`src/rtl/dram_rfsh_pkg.sv`:
```
package dram_rfsh_pkg;
  typedef enum logic [1:0] {
    ST_IDLE   = 2'd0,
    ST_ACTIVE = 2'd1,
    ST_DRAIN  = 2'd2
  } cyc_state_e;

  localparam int STB_COUNT = 2;
  localparam int STB_RAS   = 0;
  localparam int STB_CAS   = 1;
endpackage

```
`src/rtl/strobe_edge_sync.sv`:
```
module strobe_edge_sync #(
  parameter int   STAGES    = 2,
  parameter logic RESET_VAL = 1'b1
) (
  input  logic clk,
  input  logic rst_n,
  input  logic din,
  output logic lvl,
  output logic fall,
  output logic rise
);
  localparam int LAST = STAGES - 1;

  logic [STAGES-1:0] chain_q;
  logic              prev_q;

  always_ff @(posedge clk or negedge rst_n) begin
    if (!rst_n) begin
      chain_q <= {STAGES{RESET_VAL}};
      prev_q  <= RESET_VAL;
    end else begin
      chain_q <= {chain_q[STAGES-2:0], din};
      prev_q  <= chain_q[LAST];
    end
  end

  assign lvl  = chain_q[LAST];
  assign fall = prev_q & ~chain_q[LAST];
  assign rise = ~prev_q & chain_q[LAST];
endmodule

```
`src/rtl/refresh_row_counter.sv`:
```
module refresh_row_counter #(
  parameter int ROW_W = 9
) (
  input  logic             clk,
  input  logic             rst_n,
  input  logic             inc,
  output logic [ROW_W-1:0] cnt
);
  localparam logic [ROW_W-1:0] ROW_LAST = {ROW_W{1'b1}};

  function automatic logic [ROW_W-1:0] next_refresh_row(input logic [ROW_W-1:0] r);
    if (r == ROW_LAST) return '0;
    return ROW_W'(r + 1'b1);
  endfunction

  logic [ROW_W-1:0] cnt_q;

  always_ff @(posedge clk or negedge rst_n) begin
    if (!rst_n)   cnt_q <= '0;
    else if (inc) cnt_q <= next_refresh_row(cnt_q);
  end

  assign cnt = cnt_q;

  assert_wrap_R5: assert property (@(posedge clk) disable iff (!rst_n)
    (inc && cnt_q == ROW_LAST) |=> (cnt_q == '0));
  assert_hold_R6: assert property (@(posedge clk) disable iff (!rst_n)
    !inc |=> $stable(cnt_q));
endmodule

```
`src/rtl/row_cycle_classifier.sv`:
```
module row_cycle_classifier
  import dram_rfsh_pkg::*;
#(
  parameter int ROW_W = 9
) (
  input  logic             clk,
  input  logic             rst_n,
  input  logic             ras_lvl,
  input  logic             ras_fall,
  input  logic             ras_rise,
  input  logic             cas_lvl,
  input  logic [ROW_W-1:0] ext_row,
  input  logic [ROW_W-1:0] ref_row,
  output logic             row_active,
  output logic             cycle_cbr,
  output logic [ROW_W-1:0] row_addr,
  output logic             inc_req
);
  function automatic logic [ROW_W-1:0] pick_row(input logic cbr,
                                               input logic [ROW_W-1:0] cnt_row,
                                               input logic [ROW_W-1:0] pin_row);
    return cbr ? cnt_row : pin_row;
  endfunction

  cyc_state_e       state_q, state_d;
  logic             act_q, cbr_q;
  logic [ROW_W-1:0] row_q;
  logic             start_evt;
  logic             end_evt;
  logic             cas_early;

  assign cas_early = ~cas_lvl;
  assign start_evt = (state_q == ST_IDLE) && ras_fall;
  assign end_evt   = (state_q == ST_ACTIVE) && ras_rise;

  always_comb begin
    state_d = state_q;
    case (state_q)
      ST_IDLE:   if (ras_fall) state_d = ST_ACTIVE;
      ST_ACTIVE: if (ras_rise) state_d = cas_lvl ? ST_IDLE : ST_DRAIN;
      ST_DRAIN:  if (ras_lvl && cas_lvl) state_d = ST_IDLE;
      default:   state_d = ST_IDLE;
    endcase
  end

  always_ff @(posedge clk or negedge rst_n) begin
    if (!rst_n) begin
      state_q <= ST_IDLE;
      act_q   <= 1'b0;
      cbr_q   <= 1'b0;
      row_q   <= '0;
    end else begin
      state_q <= state_d;
      if (start_evt) begin
        act_q <= 1'b1;
        cbr_q <= cas_early;
        row_q <= pick_row(cas_early, ref_row, ext_row);
      end else if (end_evt) begin
        act_q <= 1'b0;
      end
    end
  end

  assign row_active = act_q;
  assign cycle_cbr  = cbr_q;
  assign row_addr   = row_q;
  assign inc_req    = end_evt && cbr_q;

  assert_cbr_row_R2: assert property (@(posedge clk) disable iff (!rst_n)
    (start_evt && !cas_lvl) |=> (cbr_q && row_q == $past(ref_row)));
  assert_pin_row_R3: assert property (@(posedge clk) disable iff (!rst_n)
    (start_evt && cas_lvl) |=> (!cbr_q && row_q == $past(ext_row)));
  assert_type_stable_R8: assert property (@(posedge clk) disable iff (!rst_n)
    act_q |=> (!act_q || $stable(cbr_q)));
  assert_row_stable_R8: assert property (@(posedge clk) disable iff (!rst_n)
    act_q |=> (!act_q || $stable(row_q)));
  assert_no_restart_R9: assert property (@(posedge clk) disable iff (!rst_n)
    (state_q == ST_DRAIN && ras_fall) |=> !act_q);
endmodule

```
`src/rtl/dram_cbr_refresh.sv`:
```
module dram_cbr_refresh
  import dram_rfsh_pkg::*;
#(
  parameter int ROW_W       = 9,
  parameter int SYNC_STAGES = 2
) (
  input  logic             clk,
  input  logic             rst_n,
  input  logic             ras_n,
  input  logic             cas_n,
  input  logic [ROW_W-1:0] addr,
  output logic             row_active,
  output logic [ROW_W-1:0] row_addr,
  output logic             cycle_cbr
);
  logic [STB_COUNT-1:0] stb_raw, stb_lvl, stb_fall, stb_rise;
  logic [ROW_W-1:0]     ref_row;
  logic                 inc_req;

  assign stb_raw[STB_RAS] = ras_n;
  assign stb_raw[STB_CAS] = cas_n;

  for (genvar i = 0; i < STB_COUNT; i++) begin : g_stb
    strobe_edge_sync #(.STAGES(SYNC_STAGES), .RESET_VAL(1'b1)) u_sync (
      .clk  (clk),
      .rst_n(rst_n),
      .din  (stb_raw[i]),
      .lvl  (stb_lvl[i]),
      .fall (stb_fall[i]),
      .rise (stb_rise[i])
    );
  end

  row_cycle_classifier #(.ROW_W(ROW_W)) u_cls (
    .clk       (clk),
    .rst_n     (rst_n),
    .ras_lvl   (stb_lvl[STB_RAS]),
    .ras_fall  (stb_fall[STB_RAS]),
    .ras_rise  (stb_rise[STB_RAS]),
    .cas_lvl   (stb_lvl[STB_CAS]),
    .ext_row   (addr),
    .ref_row   (ref_row),
    .row_active(row_active),
    .cycle_cbr (cycle_cbr),
    .row_addr  (row_addr),
    .inc_req   (inc_req)
  );

  refresh_row_counter #(.ROW_W(ROW_W)) u_cnt (
    .clk  (clk),
    .rst_n(rst_n),
    .inc  (inc_req),
    .cnt  (ref_row)
  );

  assert_step_R4: assert property (@(posedge clk) disable iff (!rst_n)
    inc_req |=> (ref_row == ROW_W'($past(ref_row) + 1'b1)));
  assert_inc_cbr_only_R6: assert property (@(posedge clk) disable iff (!rst_n)
    inc_req |-> (row_active && cycle_cbr));
  assert_end_latency_R7: assert property (@(posedge clk) disable iff (!rst_n)
    stb_rise[STB_RAS] && row_active |=> !row_active);
endmodule

```
`config.mk`:
```
export PLATFORM = sky130hd
export DESIGN_NAME = dram_cbr_refresh
export DESIGN_NICKNAME = d
export VERILOG_FILES = /design/src/rtl/dram_rfsh_pkg.sv /design/src/rtl/strobe_edge_sync.sv /design/src/rtl/refresh_row_counter.sv /design/src/rtl/row_cycle_classifier.sv /design/src/rtl/dram_cbr_refresh.sv
export SDC_FILE = /design/constraint.sdc
export NUM_CORES = 1
export LEC_CHECK = 0
export BUFFER_PORTS_ARGS = -buffer_cell sky130_fd_sc_hd__buf_4
export CORE_UTILIZATION = 50
export DETAILED_ROUTE_END_ITERATION = 12
export PLACE_DENSITY = 0.83
export SLEW_MARGIN = 10
export SYNTH_ARGS = -nofsm -noshare
export SYNTH_HDL_FRONTEND = slang
export SYNTH_SLANG_ARGS = --single-unit
export TNS_END_PERCENT = 50
```
`constraint.sdc`:
```
create_clock -name clk -period 2.9 [get_ports clk]
set_input_delay 0.58 -clock clk [delete_from_list [all_inputs] [get_ports clk]]
set_output_delay 0.58 -clock clk [all_outputs]
set_load 0.1 [all_outputs]
```
==> impl_metrics.toml, run 1 <==
[cts]
hold_buffers = 0
cts_tree = "yes"
cts-buffers-inserted = 3
post_cts_resized = 0
clock_latency_ns = 0.33
clock_path_buffers = 2
clock-sinks = 27
cts_max_level = 1
cts_root_buf = "clkbuf_4"
clk_pin_slew_ns = 0.14
cts_setup_buffers = 0

[timing]
min_period_ns = 2.01
drv_slew = 0
whs_ns = 0.127
relSlewSlack = 0.562
finalClockSkew_ns = 0.00835
finalCritPeriodShare = 0.691
setup_viol = 0
max_freq_mhz = 499
finalHoldViolCount = 0
rsz0062_at_grt = "false"
tightestPinTransition_ns = 0.657
tns_ns = 0

[floorplan]
ios = 24
die_h_microns = 53.3
die_w_microns = 53.3
core-area_sq_um = 2480
die_area_sq_um = 2840
row_count = 18
start_util = 0.530

[synthesis]
ys_ff_latch = 27
yosysWarnings = 0
ys_top_cells_by_area = "dfrtp_1 (42%), dfstp_2 (10%), mux2i_1 (7.6%)"
synth_top_area_share = 0.419
ys.flop_type = "dfrtp_1"
synthCells = 115
synth_edf_count = 0
ys_seq_area_frac = 0.519
async_flop_share = 1.00
synth_nets = 131
syn_area_per_cell_sq_um = 11.4
syn_area_sq_um = 1310
yosysUniqueCellTypes = 37
yosysTopAreaCell = "dfrtp_1"

[finish]
final_nets = 153
layout-drive-gt1-share = 0.324
layout_common_cells = "buf_4 (23), dfrtp_1 (22), nor2_1 (12)"
syn_to_final_growth_pct = 14.2
mostFrequentLayoutCell = "buf_4"
fin_util = 0.606
seq_area_sq_um = 682
antenna_cells = 0
fillers = 212
multiInputGateArea_sq_um = 567

[route]
viasPerCell = 5.80
drtIter0Drc = 12
vias = 963
antenna_left = 0
dr.pass1.iters = 4
drc = 0
post_drt_wl_per_cell_microns = 14.4
wirelength_microns = 2390

[critical_path]
slowest_delay_ns = 0.44
end_kind = "flop"
critPathRequiredTime_ns = 3.13
critPathSlowestCell = "dfrtp_1"
path_cells = "ha_1, nand3_1, nor3_1, ha_1, nor2b_1, a221o_1"
path_class = "reg -> reg"
crit_top_cell = "ha_1"
cp.arrival_ns = 2.24
cp-start-kind = "flop"
cp.buffers_inverters = 0
crit_fanout = 10
cpLargestDelayFamily = "adder cells"

[global_route]
globalRouteMet2Util = 0.335
grt_max_degree = 28
track_usage = 0.194
grt_pass1_vias = 910
grt_pass1_wl_microns = 3910
grtUsageMet3 = 0.0402
antenna_found_initial = 0
overflow = 0
use_met1 = 0.223
grt_busiest_layer = "met2"

[pwr]
p_sw_frac = 0.521
internal_power_w = 0.000681
power.density_nw_per_um2 = 948
p_sw_w = 0.000741
ir_worst_vdd_v = 0.000772
p_clk_frac = 0.114
seqPwrFrac = 0.385
p_leak_nw = 0.691
comb_power_share = 0.501

[worst_hold_path]
hp-class = "in -> async"

[placement]
port_buffers = 23
gp_congestion = 0.828

[flow_run]
max-cap-violations = 0

[outcome]
status = "completed"
## metrics by stage
stage               total power (W)  setup WS (ns)  instances  area (sq um)
global route                0.00149          0.727        166          1500
CTS                         0.00143          0.892        166          1500
finish                      0.00142          0.895        166          1500
global placement            0.00125           1.05        162          1470
detailed placement          0.00127          0.912        162          1470
floorplan                   0.00111           1.02        115          1310
## cell families (layout without fill, tap and decap cells)
kind of cell	Yosys count	after routing	synth area share
fa+ha+maj	3	3	0.0286
compound gates	31	31	0.173
buf+inv	10	31	0.0495
flops	27	27	0.519
mux	11	11	0.0848
simple gates	33	33	0.145
## cells in the mapped netlist, types with 3 or more instances
library cell,instances
o41ai_2,3
nand2_1,5
dfstp_2,5
o21ai_2,3
o21ai_0,3
inv_1,4
ha_1,3
dfrtp_1,22
nor2_1,12
mux2i_1,10
a21oi_1,11
o21ai_1,3
## layout make-up
class | instances | area share
sequential | 27 | 0.455
multi-input combinational | 78 | 0.378
timing repair buffer | 23 | 0.115
tap | 30 | 0.0250
clock buffer | 4 | 0.0175
inverter | 4 | 0.0100
## state kept, by name, summed over array words and instances, names as in the netlist
register and cells:
u_cls.row_active 1, g_stb.u_sync.chain_q 4, g_stb.u_sync.prev_q 1, u_cls.cycle_cbr 1, u_cls.state_q 2, u_cnt.cnt 9, u_cls.row_addr 9
## path summary, 6_finish.rpt
| kind | startpoint | to | slack (ns) | cells after the start |
|---|---|---|---|---|
| worst max-delay path | u_cnt.cnt[0]$_DFFE_PN0P_ | u_cnt.cnt[4]$_DFFE_PN0P_ | 0.89 | 6 |
| worst min-delay path | rst_n | u_cnt.cnt[7]$_DFFE_PN0P_ | 0.13 | 1 |
| worst min register to register | g_stb[1].u_sync.chain_q[0]$_DFF_PN1_ | g_stb[1].u_sync.chain_q[1]$_DFF_PN1_ | 0.37 | 0 |
| worst max register to register | u_cnt.cnt[0]$_DFFE_PN0P_ | u_cnt.cnt[4]$_DFFE_PN0P_ | 0.89 | 6 |
| min in group clk | cas_n | g_stb[1].u_sync.chain_q[0]$_DFF_PN1_ | 0.35 | 1 |
| max in group asynchronous | rst_n | g_stb[0].u_sync.prev_q$_DFF_PN1_ | 2.48 | 1 |
## metal layers
layer | vias up | wire [microns]
met5 | - | 0
met4 | 0 | 48
met3 | 6 | 102
met2 | 31 | 1220
met1 | 465 | 1010
li1 | 461 | -
## power groups by stage
| stage | combinational, W | clock (W) | sequential [W] |
|---|---|---|---|
| 2_1_floorplan | 0.000152 | 0 | 0.000962 |
| 3_3_place_gp | 0.000702 | 0 | 0.000550 |
| 3_5_place_dp | 0.000716 | 0 | 0.000556 |
| 4_1_cts | 0.000718 | 0.000163 | 0.000548 |
| 5_1_grt | 0.000753 | 0.000180 | 0.000560 |
| 6_report | 0.000713 | 0.000162 | 0.000548 |
Power figures use the tool's default switching activity.
==> run 2, diff against run 1 <==
CORE_UTILIZATION = 48   (was 50)
clock period = 1.7 ns   (was 2.9 ns; I/O delays follow)
==> run 2 against run 1 <==
Effect of this change:
- critical path depth up 1
- largest power group unchanged
- clock skew down 0.0065 ns
- cell area up 8.8%
- highest routed layer unchanged
- total power up 77%
- critical path type unchanged
- wire length up 8.9%
==> impl_metrics.toml, run 2 (synthesis results as in run 1) <==
[critical_path]
cp.arrival_ns = 1.85
critPathSlowestCell = "dfrtp_1"
path_cells = "ha_4, nand3_2, nor3_4, ha_2, a41oi_1, o21ai_2, o41ai_2"
cp-start-kind = "flop"
critPathRequiredTime_ns = 1.93
path_class = "reg -> reg"
crit_start = "u_cnt.cnt[1]$_DFFE_PN0P_"
r2r-start = "u_cnt.cnt[1]$_DFFE_PN0P_"
end_kind = "flop"
timing.reg2reg.setup_slack_ns = 0.08
crit_fanout = 4
slowest_delay_ns = 0.45
r2r_end = "u_cnt.cnt[7]$_DFFE_PN0P_"
reg2reg_depth = 7

[route]
antenna_left = 0
vias = 994
post_drt_wl_per_cell_microns = 14.7
drc = 0
drtIter0Drc = 33
viasPerCell = 5.62
dr.pass1.iters = 4
wirelength_microns = 2600

[floorplan]
die_w_microns = 54.3
ios = 24
die_h_microns = 54.3
row_count = 18
start_util = 0.521
die_area_sq_um = 2950
core-area_sq_um = 2520

[global_route]
overflow = 0
grt_max_degree = 28
antenna_found_initial = 0
grt_pass1_wl_microns = 3880
track_usage = 0.190
grt_pass1_vias = 905

[placement]
placed_area_sq_um = 1550
port_buffers = 23
gp_congestion = 0.776
dpl.hpwl_microns = 1820
dp.cells = 171

[pwr]
power_w = 0.00252
p_sw_w = 0.00131
seqPwrFrac = 0.364
p_sw_frac = 0.519
ir_worst_vdd_v = 0.00122
p_leak_nw = 0.762
p_clk_frac = 0.113
internal_power_w = 0.00121
power.density_nw_per_um2 = 1550
comb_power_share = 0.524

[timing]
finalClockSkew_ns = 0.00181
tightestPinTransition_ns = 0.336
max_freq_mhz = 618
setup_viol = 0
relSlewSlack = 0.776
tns_ns = 0
finalCritPeriodShare = 0.951
drv_slew = 0
min_period_ns = 1.62
finalHoldViolCount = 0

[finish]
fin_util = 0.647
post-route-cell-area_sq_um = 1630
final_nets = 164
fin_cells = 177
multiInputGateArea_sq_um = 612
seq_area_sq_um = 682
mostFrequentLayoutCell = "buf_4"
layout_common_cells = "buf_4 (33), dfrtp_1 (22), nor2_1 (12)"
antenna_cells = 0
fillers = 203
syn_to_final_growth_pct = 24.2
layout-drive-gt1-share = 0.415

[flow_run]
max-cap-violations = 0

[cts]
clock_latency_ns = 0.33
cts_root_buf = "clkbuf_4"
cts_tree = "yes"
cts-buffers-inserted = 3
cts_max_level = 1
clk_pin_slew_ns = 0.14
clock_path_buffers = 2
clock-sinks = 27

[worst_hold_path]
hp-class = "in -> reg"
hold_end = "g_stb[1].u_sync.chain_q[0]$_DFF_PN1_"
min_from = "cas_n"
hold_path_depth = 1

[outcome]
status = "completed"
-- run 2: worst max path at each step --
stage                                    end  slack [ns]  cells past startpoint
floorplan           u_cnt.cnt[4]$_DFFE_PN0P_        0.04                      7
global placement    u_cnt.cnt[5]$_DFFE_PN0P_        0.08                      8
detailed placement  u_cnt.cnt[5]$_DFFE_PN0P_    -0.00009                      8
CTS                 u_cnt.cnt[5]$_DFFE_PN0P_        0.05                      8
global route        u_cnt.cnt[5]$_DFFE_PN0P_       -0.01                      8
finish              u_cnt.cnt[7]$_DFFE_PN0P_        0.08                      7
-- run 2: layer usage --
metal | global-route usage | up-vias | wire, microns
met5 | 0 | - | 0
met4 | 0.107 | 0 | 49
met3 | 0.0306 | 5 | 78
met2 | 0.315 | 23 | 1280
met1 | 0.234 | 488 | 1190
li1 | - | 478 | -
-- run 2: critical path: cells and delay by family, from the launching register on --
family	cells	cell delay [ns]
adders and majority gates	2	0.44
AOI/OAI and AO/OA	3	0.30
DFF	1	0.45
and+or+nand+nor	2	0.33
-- run 2: cell type report --
cell class | count | share of cell area
clock buffer | 3 | 0.0138
clock inverter | 1 | 0.00307
inverter | 4 | 0.00920
multi-input combinational | 78 | 0.375
sequential | 27 | 0.418
tap | 30 | 0.0230
timing repair buffer | 34 | 0.158
-- run 2: power groups by stage --
stage          clock network (W)  logic (W)  registers, W
2_1_floorplan                  0   0.000261       0.00164
3_3_place_gp                   0    0.00129      0.000905
6_report                0.000284    0.00132      0.000918
3_5_place_dp                   0    0.00131      0.000919
4_1_cts                 0.000296    0.00131      0.000905
5_1_grt                 0.000314    0.00139      0.000939
-- run 2: timing repair --
action	CTS	global route
endpoints found under the setup margin	2	4
setup buffers	0	1
pin swaps	0	1
hold buffers	1	0
cloned	0	0
gates resized for setup	1	6
endpoints found under the hold margin	22	0
-- run 2: metrics by stage --
step	hold slack [ns]	setup WS, ns
after floorplan	0.0444	0.0361
after global placement	0.266	0.0799
after detailed placement	0.269	-0.0000899
after CTS	0.0827	0.0536
after global routing	0.0760	-0.0114
final	0.0917	0.0829
==> run 3, diff against run 2 <==
CORE_UTILIZATION = 50   (was 48)
CTS_BUF_LIST = sky130_fd_sc_hd__clkbuf_2   (was unset)
PLACE_DENSITY = 0.86   (was 0.83)
==> run 3 against run 2 <==
Effect of this change:
- combinational power barely moved
- critical endpoint is now u_cnt.cnt[4]$_DFFE_PN0P_
- first-iteration DRC count shrank 48%
- highest routed layer unchanged
- clock skew is 0.0087 ns higher
==> impl_metrics.toml, run 3 (synthesis results as in run 1) <==
[flow_run]
max-cap-violations = 0

[timing]
relSlewSlack = 0.781
tightestPinTransition_ns = 0.329
min_period_ns = 1.65
finalHoldViolCount = 0
finalClockSkew_ns = 0.0105
finalCritPeriodShare = 0.970
setup_viol = 0
drv_slew = 0
max_freq_mhz = 606
whs_ns = 0.262

[placement]
dpl.hpwl_microns = 1790
port_buffers = 23
gp_congestion = 0.769

[pwr]
power.density_nw_per_um2 = 1520
power_w = 0.00247
ir_worst_vdd_v = 0.00117
p_leak_nw = 0.766

[cts]
cts_max_level = 1
clk_pin_slew_ns = 0.25
clock-sinks = 27
clock_path_buffers = 2
cts_tree = "yes"
cts_root_buf = "clkbuf_2"
cts-buffers-inserted = 3
clock_latency_ns = 0.36

[critical_path]
end_kind = "flop"
critPathSlowestCell = "dfrtp_1"
path_class = "reg -> reg"
critPathRequiredTime_ns = 1.99
slowest_delay_ns = 0.44
crit_fanout = 9
cp.arrival_ns = 1.94
cp.buffers_inverters = 0
cpLargestDelayFamily = "flip-flops"
cp-start-kind = "flop"
path_cells = "ha_2, nand3_1, nor3_4, ha_4, nor2b_1, a221o_1"

[floorplan]
die_area_sq_um = 2840
start_util = 0.530
core-area_sq_um = 2480
ios = 24
die_h_microns = 53.3
row_count = 18
die_w_microns = 53.3

[route]
vias = 1019
wirelength_microns = 2550
drc = 0
dr.pass1.iters = 4
antenna_left = 0
viasPerCell = 5.69
post_drt_wl_per_cell_microns = 14.2
drtIter0Drc = 17

[global_route]
grt_max_degree = 28
track_usage = 0.202
overflow = 0
grt_pass1_vias = 918
grt_pass1_wl_microns = 4020
antenna_found_initial = 0

[finish]
final_nets = 166
mostFrequentLayoutCell = "buf_4"
antenna_cells = 0
layout-drive-gt1-share = 0.396
layout_common_cells = "buf_4 (33), dfrtp_1 (22), nor2_1 (12)"
syn_to_final_growth_pct = 23.9

[outcome]
status = "completed"

[worst_hold_path]
hp-class = "in -> reg"
run 3: cell types whose count changed in the layout (fill, tap and decap cells not counted):
cell / previous run / this run
clkbuf_4: 3 / 0
ha_4: 2 / 1
ha_2: 1 / 2
nand3_1: 1 / 2
nand3_2: 1 / 0
clkbuf_2: 0 / 3
and2_2: 1 / 0
and2_1: 1 / 2
dlygate4sd3_1: 1 / 3
run 3: layer usage:
layer / GRT usage / up-vias / routed length (microns)
met5: 0 / - / 0
met4: 0.110 / 0 / 64
met3: 0.0345 / 10 / 94
met2: 0.310 / 33 / 1200
met1: 0.268 / 494 / 1190
li1: - / 482 / -
run 3: repair_timing:
item | CTS | global route
gates resized for setup | 1 | 3
setup buffers | 0 | 1
hold buffers | 1 | 2
endpoints found under the hold margin | 22 | 2
setup endpoints to repair | 1 | 6
run 3: stage by stage:
| stage | TNS (ns) | std cells | setup slack (ns) | util | area, sq um |
|---|---|---|---|---|---|
| after floorplan | 0 | 115 | 0.0361 | - | 1320 |
| after global placement | 0 | 171 | 0.0610 | 0.625 | 1550 |
| after detailed placement | -0.0205 | 171 | -0.0205 | 0.625 | 1550 |
| after CTS | 0 | 176 | 0.0381 | 0.638 | 1580 |
| after global routing | -0.0772 | 179 | -0.0489 | 0.657 | 1630 |
| final | 0 | 179 | 0.0506 | 0.657 | 1630 |
run 3: power by group:
| group | switching, W | leakage [nW] | internal, W | total (W) |
|---|---|---|---|---|
| sequential | 0.000109 | 0.324 | 0.000794 | 0.000903 |
| clock | 0.000190 | 0.0164 | 0.0000533 | 0.000243 |
| combinational | 0.000988 | 0.426 | 0.000334 | 0.00132 |
| total | 0.00129 | 0.766 | 0.00118 | 0.00247 |
run 3: worst min-delay path: stages:
cell and delay [ns]:
buf_4 0.08, mux2i_1 0.05, a21oi_1 0.13
run 3: path summary, 6_finish.rpt:
kind	end	depth (start not counted)	slack (ns)	startpoint
setup / recovery	u_cnt.cnt[4]$_DFFE_PN0P_	6	0.05	u_cnt.cnt[1]$_DFFE_PN0P_
hold / removal	u_cls.row_addr[3]$_DFFE_PN0P_	3	0.26	addr[3]
setup reg to reg	u_cnt.cnt[4]$_DFFE_PN0P_	6	0.05	u_cnt.cnt[1]$_DFFE_PN0P_
hold reg to reg	g_stb[0].u_sync.chain_q[1]$_DFF_PN1_	0	0.37	g_stb[0].u_sync.chain_q[0]$_DFF_PN1_
max in group asynchronous	g_stb[0].u_sync.chain_q[0]$_DFF_PN1_	2	1.04	rst_n
min in group asynchronous	u_cnt.cnt[3]$_DFFE_PN0P_	2	0.36	rst_n
run 3: area by class of cell:
type / count / area [sq um]
clock buffer: 3 / 15.0
fill: 191 / 850
tap: 30 / 37.5
clock inverter: 1 / 5.00
timing repair buffer: 36 / 278
multi-input combinational: 78 / 596
inverter: 4 / 15.0
sequential: 27 / 682
